===== src/rtl/gsc_pkg.sv =====
package gsc_pkg;
  localparam int unsigned GSC_HIST     = 12; // line history depth
  localparam int unsigned GSC_TAP_NEAR = 6;  // polynomial tap x^-6
  localparam int unsigned GSC_TAP_FAR  = 7;  // polynomial tap x^-7
  localparam int unsigned GSC_PER_A    = 9;  // first guarded period
  localparam int unsigned GSC_PER_B    = 12; // second guarded period
  localparam int unsigned GSC_RUN      = 33; // matches before forced inversion
endpackage


===== src/rtl/gsc_guard.sv =====
module gsc_guard #(
  parameter int unsigned HIST  = gsc_pkg::GSC_HIST,
  parameter int unsigned PER_A = gsc_pkg::GSC_PER_A,
  parameter int unsigned PER_B = gsc_pkg::GSC_PER_B,
  parameter int unsigned RUN   = gsc_pkg::GSC_RUN,
  localparam int unsigned CW   = $clog2(RUN + 1)
) (
  input  logic            clk,
  input  logic            rst_n,
  input  logic            adv,
  input  logic            line_bit,
  output logic [HIST:1]   hist,
  output logic            inv,
  output logic [CW-1:0]   run_cnt
);
  logic match;

  // a full run arms the inversion for the next accepted bit
  assign inv   = (run_cnt == CW'(RUN));
  assign match = (line_bit == hist[PER_A]) || (line_bit == hist[PER_B]);

  always_ff @(posedge clk or negedge rst_n) begin
    if (!rst_n) begin
      hist    <= '0;
      run_cnt <= '0;
    end else if (adv) begin
      hist <= {hist[HIST-1:1], line_bit};
      if (inv)        run_cnt <= '0;
      else if (match) run_cnt <= run_cnt + CW'(1);
      else            run_cnt <= '0;
    end
  end
endmodule


===== src/rtl/gsc_scrambler.sv =====
module gsc_scrambler #(
  parameter int unsigned HIST     = gsc_pkg::GSC_HIST,
  parameter int unsigned TAP_NEAR = gsc_pkg::GSC_TAP_NEAR,
  parameter int unsigned TAP_FAR  = gsc_pkg::GSC_TAP_FAR,
  parameter int unsigned PER_A    = gsc_pkg::GSC_PER_A,
  parameter int unsigned PER_B    = gsc_pkg::GSC_PER_B,
  parameter int unsigned RUN      = gsc_pkg::GSC_RUN
) (
  input  logic clk,
  input  logic rst_n,
  input  logic s_valid,
  output logic s_ready,
  input  logic s_bit,
  output logic m_valid,
  input  logic m_ready,
  output logic m_bit
);
  localparam int unsigned CW = $clog2(RUN + 1);
  logic [HIST:1] hist;
  logic          inv;
  logic [CW-1:0] run_cnt;
  logic          line;

  // divide by the polynomial: feedback from post-guard line bits
  assign line    = s_bit ^ hist[TAP_NEAR] ^ hist[TAP_FAR] ^ inv;
  assign m_bit   = line;
  assign m_valid = s_valid;
  assign s_ready = m_ready;

  gsc_guard #(.HIST(HIST), .PER_A(PER_A), .PER_B(PER_B), .RUN(RUN)) u_guard (
    .clk(clk), .rst_n(rst_n), .adv(s_valid & m_ready), .line_bit(line),
    .hist(hist), .inv(inv), .run_cnt(run_cnt)
  );
endmodule


===== src/rtl/gsc_descrambler.sv =====
module gsc_descrambler #(
  parameter int unsigned HIST     = gsc_pkg::GSC_HIST,
  parameter int unsigned TAP_NEAR = gsc_pkg::GSC_TAP_NEAR,
  parameter int unsigned TAP_FAR  = gsc_pkg::GSC_TAP_FAR,
  parameter int unsigned PER_A    = gsc_pkg::GSC_PER_A,
  parameter int unsigned PER_B    = gsc_pkg::GSC_PER_B,
  parameter int unsigned RUN      = gsc_pkg::GSC_RUN
) (
  input  logic clk,
  input  logic rst_n,
  input  logic s_valid,
  output logic s_ready,
  input  logic s_bit,
  output logic m_valid,
  input  logic m_ready,
  output logic m_bit
);
  localparam int unsigned CW = $clog2(RUN + 1);
  logic [HIST:1] hist;
  logic          inv;
  logic [CW-1:0] run_cnt;

  // undo the guard flip, then multiply by the polynomial (feed-forward)
  assign m_bit   = s_bit ^ inv ^ hist[TAP_NEAR] ^ hist[TAP_FAR];
  assign m_valid = s_valid;
  assign s_ready = m_ready;

  gsc_guard #(.HIST(HIST), .PER_A(PER_A), .PER_B(PER_B), .RUN(RUN)) u_guard (
    .clk(clk), .rst_n(rst_n), .adv(s_valid & m_ready), .line_bit(s_bit),
    .hist(hist), .inv(inv), .run_cnt(run_cnt)
  );
endmodule


===== src/rtl/gsc_top.sv =====
module gsc_top #(
  parameter int unsigned HIST     = gsc_pkg::GSC_HIST,
  parameter int unsigned TAP_NEAR = gsc_pkg::GSC_TAP_NEAR,
  parameter int unsigned TAP_FAR  = gsc_pkg::GSC_TAP_FAR,
  parameter int unsigned PER_A    = gsc_pkg::GSC_PER_A,
  parameter int unsigned PER_B    = gsc_pkg::GSC_PER_B,
  parameter int unsigned RUN      = gsc_pkg::GSC_RUN
) (
  input  logic clk,
  input  logic rst_n,
  input  logic tx_valid,
  output logic tx_ready,
  input  logic tx_data,
  output logic txl_valid,
  input  logic txl_ready,
  output logic txl_data,
  input  logic rxl_valid,
  output logic rxl_ready,
  input  logic rxl_data,
  output logic rx_valid,
  input  logic rx_ready,
  output logic rx_data
);
  gsc_scrambler #(.HIST(HIST), .TAP_NEAR(TAP_NEAR), .TAP_FAR(TAP_FAR),
                  .PER_A(PER_A), .PER_B(PER_B), .RUN(RUN)) u_scr (
    .clk(clk), .rst_n(rst_n),
    .s_valid(tx_valid), .s_ready(tx_ready), .s_bit(tx_data),
    .m_valid(txl_valid), .m_ready(txl_ready), .m_bit(txl_data)
  );

  gsc_descrambler #(.HIST(HIST), .TAP_NEAR(TAP_NEAR), .TAP_FAR(TAP_FAR),
                    .PER_A(PER_A), .PER_B(PER_B), .RUN(RUN)) u_dsc (
    .clk(clk), .rst_n(rst_n),
    .s_valid(rxl_valid), .s_ready(rxl_ready), .s_bit(rxl_data),
    .m_valid(rx_valid), .m_ready(rx_ready), .m_bit(rx_data)
  );
endmodule


===== config.mk =====
export PLATFORM = sky130hd
export DESIGN_NAME = gsc_top
export DESIGN_NICKNAME = d
export VERILOG_FILES = /design/src/rtl/gsc_pkg.sv /design/src/rtl/gsc_guard.sv /design/src/rtl/gsc_scrambler.sv /design/src/rtl/gsc_descrambler.sv /design/src/rtl/gsc_top.sv
export SDC_FILE = /design/constraint.sdc
export NUM_CORES = 1
export LEC_CHECK = 0
export BUFFER_PORTS_ARGS = -buffer_cell sky130_fd_sc_hd__buf_2
export CAP_MARGIN = 0
export CORE_ASPECT_RATIO = 1.75
export CORE_MARGIN = 4
export CORE_UTILIZATION = 56
export CTS_BUF_LIST = sky130_fd_sc_hd__clkbuf_8
export CTS_CLUSTER_DIAMETER = 60
export DETAILED_ROUTE_END_ITERATION = 10
export PLACE_DENSITY = 0.75
export SLEW_MARGIN = 20
export SYNTH_ARGS = -nofsm -noshare
export SYNTH_HDL_FRONTEND = slang
export SYNTH_SLANG_ARGS = --single-unit

===== constraint.sdc =====
create_clock -name clk -period 2.8 [get_ports clk]
set_input_delay 0.84 -clock clk [delete_from_list [all_inputs] [get_ports clk]]
set_output_delay 0.84 -clock clk [all_outputs]
set_load 0.03 [all_outputs]

Word level (Yosys, flattened, before mapping)
Index checks and enable logic that the tools add are counted.
Widths: inputs -> output; s select.
Storage, ports and cells
  word-level logic and storage cells: 26
  bits of input ports: 8
  output and inout port bits: 6
  flip-flop bits (word level): 36
Cells by class
  add/sub/neg operators: 2
  eq/ne operators: 6
  bitwise operators: 8
  muxes and demuxes: 4
  reduce and logical (&&, ||, !) cells: 2
Operators by type and width (number)
  $mux 6: 4
  $add 6x1->6 const B: 2
  $eq 6x6->1 const B: 2
  $xor 1x1->1: 6
  $eq 1x1->1: 4
  $and 1x1->1: 2
  $logic_or 1x1->1: 2

Longest topological paths before layout
Gate-level depths: netlist (run 1).
  depth after elaboration: 7
  gate-level depth with buffers: 6
  depth with buffers taken out: 6

Hierarchy
From an unflattened synthesis (run 1), not the netlist that was laid out.
Second synthesis, totals
  cell total of the unflattened synthesis: 138
  area total of the unflattened synthesis: 1729.2 um^2
By module, submodules not included
  gsc_guard: instances 2, area an instance 817.0 um^2, cells each 63
  gsc_descrambler: instances 1, area an instance 47.5 um^2, cells each 6
  gsc_scrambler: instances 1, area an instance 47.5 um^2, cells each 6

Worst setup path before layout (run 1)
No wires, ideal clock.
  path kind: input -> output
  start: input tx_data
  end: output txl_data
  stages: 2
  slack: 147 ps
  arrival time: 1813 ps
  buffers on the path: 0
  data required time: 1960 ps
  path through: xnor3_2 > xnor2_1
Between the ends
  word-level cells in the longest chain between the ends: 3
Ends and longest elaborated chain
  start, declared: RTL line gsc_top.sv:13  | input logic tx_data,
  $xor 1x1->1 (3 in series): RTL line gsc_scrambler.sv:25  | assign line = s_bit ^ hist[TAP_NEAR] ^ hist[TAP_FAR] ^ inv;
  end, declared: RTL line gsc_top.sv:16  | output logic txl_data,
Every way passes these cells.

Worst setup path after layout (run 1)
Same ends and word-level chain as after synthesis.

==> impl_results.md, run 1 <==
- Post-synth EDFFs: 0
- Synth area leader: dfrtp_1
- Final hold slack: roughly 0.48 ns
- Clock transition at path regs: around 0.070 ns
- Hold_sp: u_dsc.u_guard.hist[1]
- Leak Pwr: 0.894 nW
- Routed wire length: 2870 um
- Synth unique cells: 33
- WP data arrival: between 1.5 and 2 ns
- Via Count: about 1100
- Post-synthesis sequential area ratio: between 50% and 60%
- Layout net count: ~180
- H-tree depth: 2
- Post-DR vias/cell: 5.65
- Clock Tree Buf Depth: 2
- Comb pwr share: between 30% and 40%
- #FFs+latches synth: 36
- ANT nets after route: 0
- End of the worst register-to-register path: u_scr.u_guard.run_cnt[5]
- Internal power: ~0.0011 W
- Clock Power Share: between 20% and 30%
- Area contributors post-synth: dfrtp_1 53%, nand2_1 10%, mux2_2 8.5%
- Count leader, synth: nand2_1
- RSZ-0062 raised after global routing: false
- Root Buffer: clkbuf_8
- Clock tree from TritonCTS: built
- Slew at the pin closest to its max-slew limit: 0.758 ns
- Max Fclk: between 300 and 400 MHz
- Hold crit path type: flop to flop
- Worst skew pair latency: ~0.28 ns
- DRC errors left: 0
- Routability cong.: 0.809
- Mapped Nets: between 150 and 200
- Endpoints failing setup: 0
- Non-Filler Instances: 199
- Post-synth top area share: 52.6%
- Setup crit end: txl_data
- Crit path launch: tx_data
- Layout cell share with drive strength beyond 1: between 20% and 30%
- M3 GR Usage: 2.75%
- Post-synth top flop: dfrtp_1
- GR Util met1: between 15 and 20%
- Crit Path Class: primary input to output pin
- Setup TNS: 0 ns
- Rel. slew slack: about half
- Switching Fraction: approximately 32%
- Area growth syn-to-layout: 8.18%
- Die width: about 50 um
- CP Max Fanout: 2
- Layer with the highest usage: met2
- Post-CTS Hold Fix Bufs: 0
- CTS Buf Count: 5
- Top Ports: 14
- Worst path required time: 1.96 ns
- Min Tclk post-route: between 2 and 3 ns
- Net switching power: around 0.00055 W
- I/O Buffers: 13
- FF-to-FF Start: u_scr.u_guard.hist[6]
- Initial Util: 58.5%
- Top cells by count, synth: 47 x nand2_1, 36 x dfrtp_1, 13 x mux2_2
- CTS resizes: 0
- Gr ovfl total: 0
- CP endpoint kind: output pin
- Area of the die: between 4000 and 5000 sq um
- Ant. Diodes: 0
- PwrDens: 916 nW/um^2
- Final Hold Vio Count: 0
- DR WL/cell: 14.4 um
- Largest net degree at the start of global routing: 37
- Vias in the first global route: roughly 1200
- Initial DRC count: 23
- Die span in y: 81.2 um
- Initial antenna violation count: 0
- First drt pass iteration count: 4
- Sequential Power Share: 46.9%
- Total GRT Usage: between 10% and 20%
- Max VDD drop: between 0.5 and 0.6 mV
- Synthesized area per cell: between 10 and 15 sq um
- Slew Viols, Final: 0
- Cell count after synthesis: 160
- Status: finished clean
- Synthesized area: 1710 sq um
- Clock sinks: 36
- Max-Cap Viols: 0
- Filler cells: ~230
- Clock skew: ~0.005 ns
- Synth Warn #: 0
- Core ar.: just under 3000 sq um
- CP Launch Type: primary input
- Routing usage on met2: a little under a third
- First-pass GRT wire length: slightly above 5000 um
- DP Wirelength: a little over 2000 um
- R2R depth: 4
- FFs w/ async S/R, synth: 100%
- Post-CTS Setup Inserts: 0
- Rows: 26
- Period utilisation layout: a little over 90%
- Register-to-register setup slack: 1.12 ns
- Placed cells: 192
-- cells by family after synthesis --
| family | synth area share, % |
|---|---|
| AOI/OAI and AO/OA | 6.79 |
| adders and majority gates | 2.92 |
| muxes | 9.85 |
| DFF | 52.6 |
| and+or+nand+nor | 19.3 |
| xor gates and xnor gates | 4.45 |
| buffers and inverters | 4.16 |
-- worst max-delay path, stage by stage --
cell and delay (ns):
buf_2 0.10, xnor3_2 0.40, xnor2_1 0.19, buf_2 0.23
-- registers in the layout (all words and copies together) (netlist names) --
name	cells
u_dsc.u_guard.hist	12
u_dsc.u_guard.run_cnt	6
u_scr.u_guard.hist	12
u_scr.u_guard.run_cnt	6
-- final cells by class --
type	instances	area, sq um	area share [%]
inverter	4	15.0	0.810
multi-input combinational	111	742	40.0
tap	28	35.0	1.89
timing repair buffer	13	65.1	3.51
clock buffer	7	96.3	5.20
sequential	36	901	48.6
-- metal layers --
| layer | vias to the layer above | part of all wire, % | routed length (um) |
|---|---|---|---|
| met5 | - | 0 | 0 |
| met4 | 0 | 2.9 | 83 |
| met3 | 8 | 2.9 | 84 |
| met2 | 15 | 55 | 1570 |
| met1 | 547 | 40 | 1140 |
| li1 | 555 | - | - |
-- placed cells by master (no fill, tap or decap), types with 2 or more instances in the layout --
| cell type | count |
|---|---|
| nor2b_1 | 2 |
| o31ai_1 | 2 |
| a31oi_1 | 2 |
| and2_1 | 4 |
| xor2_1 | 2 |
| buf_2 | 13 |
| a21oi_1 | 3 |
| o21ai_0 | 4 |
| ha_1 | 4 |
| nand2_1 | 47 |
| inv_1 | 4 |
| mux2_2 | 13 |
| xnor2_1 | 4 |
| clkbuf_8 | 7 |
| a22o_2 | 2 |
| dfrtp_1 | 36 |
| nand3_1 | 3 |
| nor3b_1 | 3 |
| and3_1 | 3 |
-- worst min-delay path by stage --
stage | end | slack, ns | cells after the start
after floorplan | u_dsc.u_guard.hist[11] | 0.44 | 2
after global placement | u_dsc.u_guard.hist[2] | 0.45 | 2
after detailed placement | u_dsc.u_guard.hist[1] | 0.46 | 2
after CTS | u_dsc.u_guard.hist[1] | 0.48 | 2
after global routing | u_dsc.u_guard.hist[4] | 0.50 | 2
final | u_dsc.u_guard.hist[2] | 0.48 | 2
-- stage by stage --
step                      setup WS, ns  utilization [%]  instance area, sq um  power (W)
after floorplan                  0.147                -                  1710    0.00120
after global placement           0.222             60.0                  1760    0.00129
after detailed placement         0.185             60.0                  1760    0.00132
after CTS                        0.184             63.3                  1850    0.00171
after global routing             0.124             63.3                  1850    0.00182
final                            0.202             63.3                  1850    0.00170
-- power groups by stage --
stage               combinational (W)  clock (W)  sequential [W]
finish                       0.000511   0.000391        0.000797
detailed placement           0.000515          0        0.000808
global placement             0.000493          0        0.000794
CTS                          0.000517   0.000398        0.000799
global route                 0.000574   0.000422        0.000820
floorplan                    0.000425          0        0.000771
No activity file was read; power rests on OpenSTA's default activity.
==> run 2, diff against run 1 <==
- HOLD_SLACK_MARGIN: not set -> 0.06
- PLACE_DENSITY: 0.75 -> 0.74
- SETUP_SLACK_MARGIN: not set -> 0.4
==> run 2 against run 1 <==
Compared with the run above: core utilization grew 4.3 points; sequential share of layout area shrank 3.1 points; cell count grew 4.5%; global-route usage grew 2.1 points; total power grew 7.7%; maximum frequency grew 8.0%; critical endpoint unchanged.
==> impl_results.md, run 2 (same netlist as run 1, synthesis figures left out) <==
- Vias in the first global route: between 1000 and 1500
- Initial antenna violation count: 0
- Rel. slew slack: about 48%
- End of the worst register-to-register path: u_scr.u_guard.run_cnt[5]
- Post-DR vias/cell: ~5.7
- Layout cell share with drive strength beyond 1: 30.6%
- Die span in y: 81.2 um
- Max-Cap Viols: 0
- Gr ovfl total: 0
- Status: finished clean
- Switching Fraction: ~33%
- Top Ports: 14
- Biggest regs: u_dsc.u_guard.hist x12, u_scr.u_guard.hist x12
- Period utilisation layout: ~86%
- Area growth syn-to-layout: 15.5%
- Worst path required time: approximately 2 ns
- Clock Power Share: 20.4%
- Clock tree from TritonCTS: built
- Root Buffer: clkbuf_8
- R2R depth: 4
- H-tree depth: 2
- Core ar.: slightly below 3000 sq um
- Clock sinks: 36
- Layout net count: 191
- CP Max Fanout: 2
- CP Launch Type: primary input
- Worst skew pair latency: 0.29 ns
- Area of the die: roughly 4000 sq um
- Rows: 26
- Internal power: 0.00122 W
- Layout Utilization: around two thirds
- Crit Path Class: primary input to output pin
- PwrDens: slightly above 900 nW/um^2
- Routability cong.: roughly 0.80
- Slew Viols, Final: 0
- Final Hold Vio Count: 0
- Net switching power: just over 0.0006 W
- CP endpoint kind: output pin
- Critical-path top delay cell: xnor3_2
- Slew at the pin closest to its max-slew limit: roughly 0.78 ns
- Post-CTS Hold Fix Bufs: 0
- I/O Buffers: 13
- Most common cell after layout, fill and taps aside: nand2_1
- DRC errors left: 0
- Setup crit end: txl_data
- Hold crit path type: flop to flop
- CP max stage delay: 0.32 ns
- Clock Tree Buf Depth: 2
- Register-to-register setup slack: 1.05 ns
- Setup TNS: 0 ns
- Routed wire length: ~3100 um
- DR WL/cell: approximately 15 um
- Sequential Power Share: about 43%
- Crit path launch: tx_data
- Largest net degree at the start of global routing: 37
- First-pass GRT wire length: around 5700 um
- Die width: around 50 um
- Crit path cell chain: buf_2 -> xnor3_2 -> xnor2_4 -> buf_6
- DP Wirelength: 2120 um
- ANT nets after route: 0
- Via Count: around 1200
- WP data arrival: about 1.6 ns
- Max Fclk: between 400 and 500 MHz
- Clock skew: around 0.0043 ns
- Clock transition at path regs: 0.06 ns
- CTS Buf Count: 5
- First drt pass iteration count: 4
- RSZ-0062 raised after global routing: true
- FF-to-FF Start: u_scr.u_guard.hist[6]
- Endpoints failing setup: 0
- Ant. Diodes: 0
- Most frequent cells in the layout: 45 x nand2_1, 36 x dfrtp_1, 13 x mux2_2
- Max VDD drop: roughly 0.57 mV
- Leak Pwr: 0.964 nW
- Total GRT Usage: about a fifth
- Initial DRC count: 27
- Comb pwr share: 36.2%
- Min Tclk post-route: about 2.4 ns
- Initial Util: around 60%
-- run 2: per-stage QoR --
step                      power, W  hold slack (ns)  std cells  instance area, sq um  setup WS (ns)
after detailed placement   0.00137            0.456        194                  1790          0.205
after CTS                  0.00184            0.479        207                  1970          0.363
final                      0.00183            0.474        208                  1980          0.395
after floorplan            0.00123            0.439        160                  1730          0.408
after global routing       0.00195            0.498        208                  1980          0.323
after global placement     0.00133            0.451        194                  1790          0.218
-- run 2: power by group through the flow --
stage / clock network [W] / logic, W / registers [W]
detailed placement: 0 / 0.000561 / 0.000809
global route: 0.000404 / 0.000731 / 0.000817
floorplan: 0 / 0.000463 / 0.000771
finish: 0.000373 / 0.000662 / 0.000795
global placement: 0 / 0.000535 / 0.000794
CTS: 0.000387 / 0.000655 / 0.000795
-- run 2: worst min-delay path by stage --
stage                                      start                      to  slack, ns  depth (start not counted)
after floorplan           u_dsc.u_guard.hist[10]  u_dsc.u_guard.hist[11]       0.44                          2
after global placement    u_dsc.u_guard.hist[11]  u_dsc.u_guard.hist[12]       0.45                          2
after detailed placement   u_dsc.u_guard.hist[3]   u_dsc.u_guard.hist[4]       0.46                          2
after CTS                  u_dsc.u_guard.hist[1]   u_dsc.u_guard.hist[2]       0.48                          2
after global routing       u_dsc.u_guard.hist[1]   u_dsc.u_guard.hist[2]       0.50                          2
final                      u_dsc.u_guard.hist[1]   u_dsc.u_guard.hist[2]       0.47                          2
-- run 2: worst max-delay path, delay by kind of cell --
| family | cells | cell delay (ns) |
|---|---|---|
| xor+xnor | 2 | 0.49 |
| buf+inv | 2 | 0.23 |
-- run 2: layer usage --
metal / wire length [um] / vias up / GRT usage, %
met5: 0 / - / 0
met4: 125 / 0 / 12.7
met3: 131 / 11 / 5.32
met2: 1670 / 31 / 32.4
met1: 1210 / 572 / 20.0
li1: - / 574 / -
-- run 2: timing repair --
| item | in CTS | in global routing |
|---|---|---|
| setup endpoints to repair | 2 | 2 |
| setup buffers | 5 | 1 |
| gates resized for setup | 11 | 1 |
| pin swaps | 4 | 2 |
-- run 2: final cells by class --
class,count,area [sq um]
clock inverter,2,7.51
tap,28,35.0
sequential,36,901
timing repair buffer,21,138
inverter,4,15.0
fill,231,948
multi-input combinational,111,801
clock buffer,6,82.6
==> run 3, diff against run 2 <==
- PLACE_DENSITY: 0.74 -> not set
- PLACE_DENSITY_LB_ADDON: not set -> 0.3
==> run 3 against run 2 <==
Compared with the run above: sequential power grew 0.9%; sequential cell count did not move; non-clock buffer count unchanged; clock power decreased by 8.6%; maximum frequency is 0.29% higher; clock skew increased by 0.0031 ns; critical path type unchanged; critical endpoint unchanged.
==> impl_results.md, run 3 (same netlist as run 1, synthesis figures left out) <==
- ANT nets after route: 0
- DRC errors left: 0
- Routed wire length: ~3000 um
- CP max stage delay: roughly 0.3 ns
- Crit path cell chain: buf_2 -> xnor3_2 -> xnor2_4 -> buf_6
- Biggest regs: u_dsc.u_guard.hist x12, u_scr.u_guard.hist x12
- Max Fclk: roughly 420 MHz
- Rows: 26
- DR WL/cell: approximately 15 um
- Final Hold Vio Count: 0
- Post-DR vias/cell: around 5.7
- Worst skew pair latency: a little under 0.3 ns
- CTS Buf Count: 5
- CP Max Fanout: 2
- Total GRT Usage: 17.8%
- CP endpoint kind: output pin
- Top Ports: 14
- PwrDens: between 900 and 1000 nW/um^2
- Filler cells: between 200 and 250
- Root Buffer: clkbuf_8
- Core ar.: 2930 sq um
- DP Wirelength: between 2000 and 2500 um
- R2R depth: 5
- Routability cong.: between 0.8 and 0.9
- Layout cell share with drive strength beyond 1: between 20% and 30%
- CP Launch Type: primary input
- Status: finished clean
- Hold_sp: u_dsc.u_guard.hist[3]
- Vias in the first global route: between 1000 and 1500
- Slew at the pin closest to its max-slew limit: about 0.77 ns
- Critical-path top delay cell: xnor3_2
- Crit Path Class: primary input to output pin
- First-pass GRT wire length: roughly 5400 um
- Max-Cap Viols: 0
- Post-CTS Hold Fix Bufs: 0
- Initial Util: roughly three fifths
- Slew Viols, Final: 0
- Area of the die: approximately 4000 sq um
- Register-to-register setup slack: 0.95 ns
- WP data arrival: about 1.6 ns
- End of the worst register-to-register path: u_scr.u_guard.run_cnt[5]
- Largest net degree at the start of global routing: 37
- Gr ovfl total: 0
- Die width: between 40 and 50 um
- Final worst slack: between 0.4 and 0.5 ns
- Period utilisation layout: between 80 and 90%
- FF-to-FF Start: u_scr.u_guard.hist[6]
- Rel. slew slack: 48.8%
- Clock sinks: 36
- Most common cell after layout, fill and taps aside: nand2_1
- Die span in y: 81.2 um
- Initial DRC count: 19
- First drt pass iteration count: 4
- Min Tclk post-route: 2.40 ns
- Setup TNS: 0 ns
- Clock Tree Buf Depth: 2
- I/O Buffers: 13
- Ant. Diodes: 0
- Most frequent cells in the layout: 45 x nand2_1, 36 x dfrtp_1, 13 x mux2_2
- Max VDD drop: between 0.5 and 0.6 mV
- Area growth syn-to-layout: 13.5%
- Pre-CTS setup slack: around 0.20 ns
- Clock skew: 0.00736 ns
- H-tree depth: 2
- Endpoints failing setup: 0
- Via Count: 1170
- Clock tree from TritonCTS: built
- Leak Pwr: about 0.94 nW
- Layout net count: 191
- Clock transition at path regs: roughly 0.07 ns
- Initial antenna violation count: 0
- Hold depth: 2
- RSZ-0062 raised after global routing: true
- WHS Endpoint: u_dsc.u_guard.hist[4]
- Hold crit path type: flop to flop
- Worst path required time: 1.96 ns
-- run 3: final cells by class --
class / instances / area, sq um / share of cell area (%)
clock buffer: 5 / 68.8 / 3.54
clock inverter: 2 / 8.76 / 0.450
inverter: 4 / 15.0 / 0.772
multi-input combinational: 111 / 783 / 40.3
sequential: 36 / 901 / 46.3
tap: 28 / 35.0 / 1.80
timing repair buffer: 21 / 134 / 6.88
-- run 3: metal layers --
layer	vias to the layer above	part of all wire (%)	wire, um	GRT usage, %
met1	573	40	1230	19.5
li1	570	-	-	-
met4	0	2.6	79	9.97
met3	10	3.5	107	4.40
met5	-	0	0	0
met2	17	54	1670	31.0
-- run 3: per-stage QoR --
stage          instance area, sq um  total power (W)  std cells  hold slack, ns  utilization [%]
2_1_floorplan                  1730          0.00123        160           0.439                -
3_3_place_gp                   1780          0.00133        193           0.447             60.9
3_5_place_dp                   1780          0.00137        193           0.464             60.9
4_1_cts                        1910          0.00176        204           0.470             65.1
5_1_grt                        1950          0.00191        207           0.496             66.5
6_report                       1950          0.00179        207           0.465             66.5
-- run 3: worst max-delay path by stage --
stage	from	endpoint	slack, ns	cells past startpoint
after floorplan	tx_data	txl_data	0.41	2
after global placement	tx_data	txl_data	0.22	4
after detailed placement	tx_data	txl_data	0.20	4
after CTS	u_scr.u_guard.run_cnt[0]	txl_data	0.37	6
after global routing	u_dsc.u_guard.run_cnt[1]	rx_data	0.31	6
final	tx_data	txl_data	0.40	4
-- run 3: repair_timing --
item                                    in CTS  in global routing
resized for setup                            4                  4
endpoints found under the setup margin       2                  2
buffers inserted                             4                  3
endpoints found under the hold margin        0                  0
pin swaps                                    3                  4
-- run 3: report_power, final --
part / switching [W] / internal (W) / leakage, nW
Clock: 0.000176 / 0.000165 / 0.0452
Sequential: 0.000124 / 0.000678 / 0.463
Combinational: 0.000299 / 0.000351 / 0.433
Total: 0.000598 / 0.00119 / 0.942
-- run 3: worst max-delay path, delay by kind of cell --
family,cells,cell delay (ns)
buffers and inverters,2,0.23
xor gates and xnor gates,2,0.49
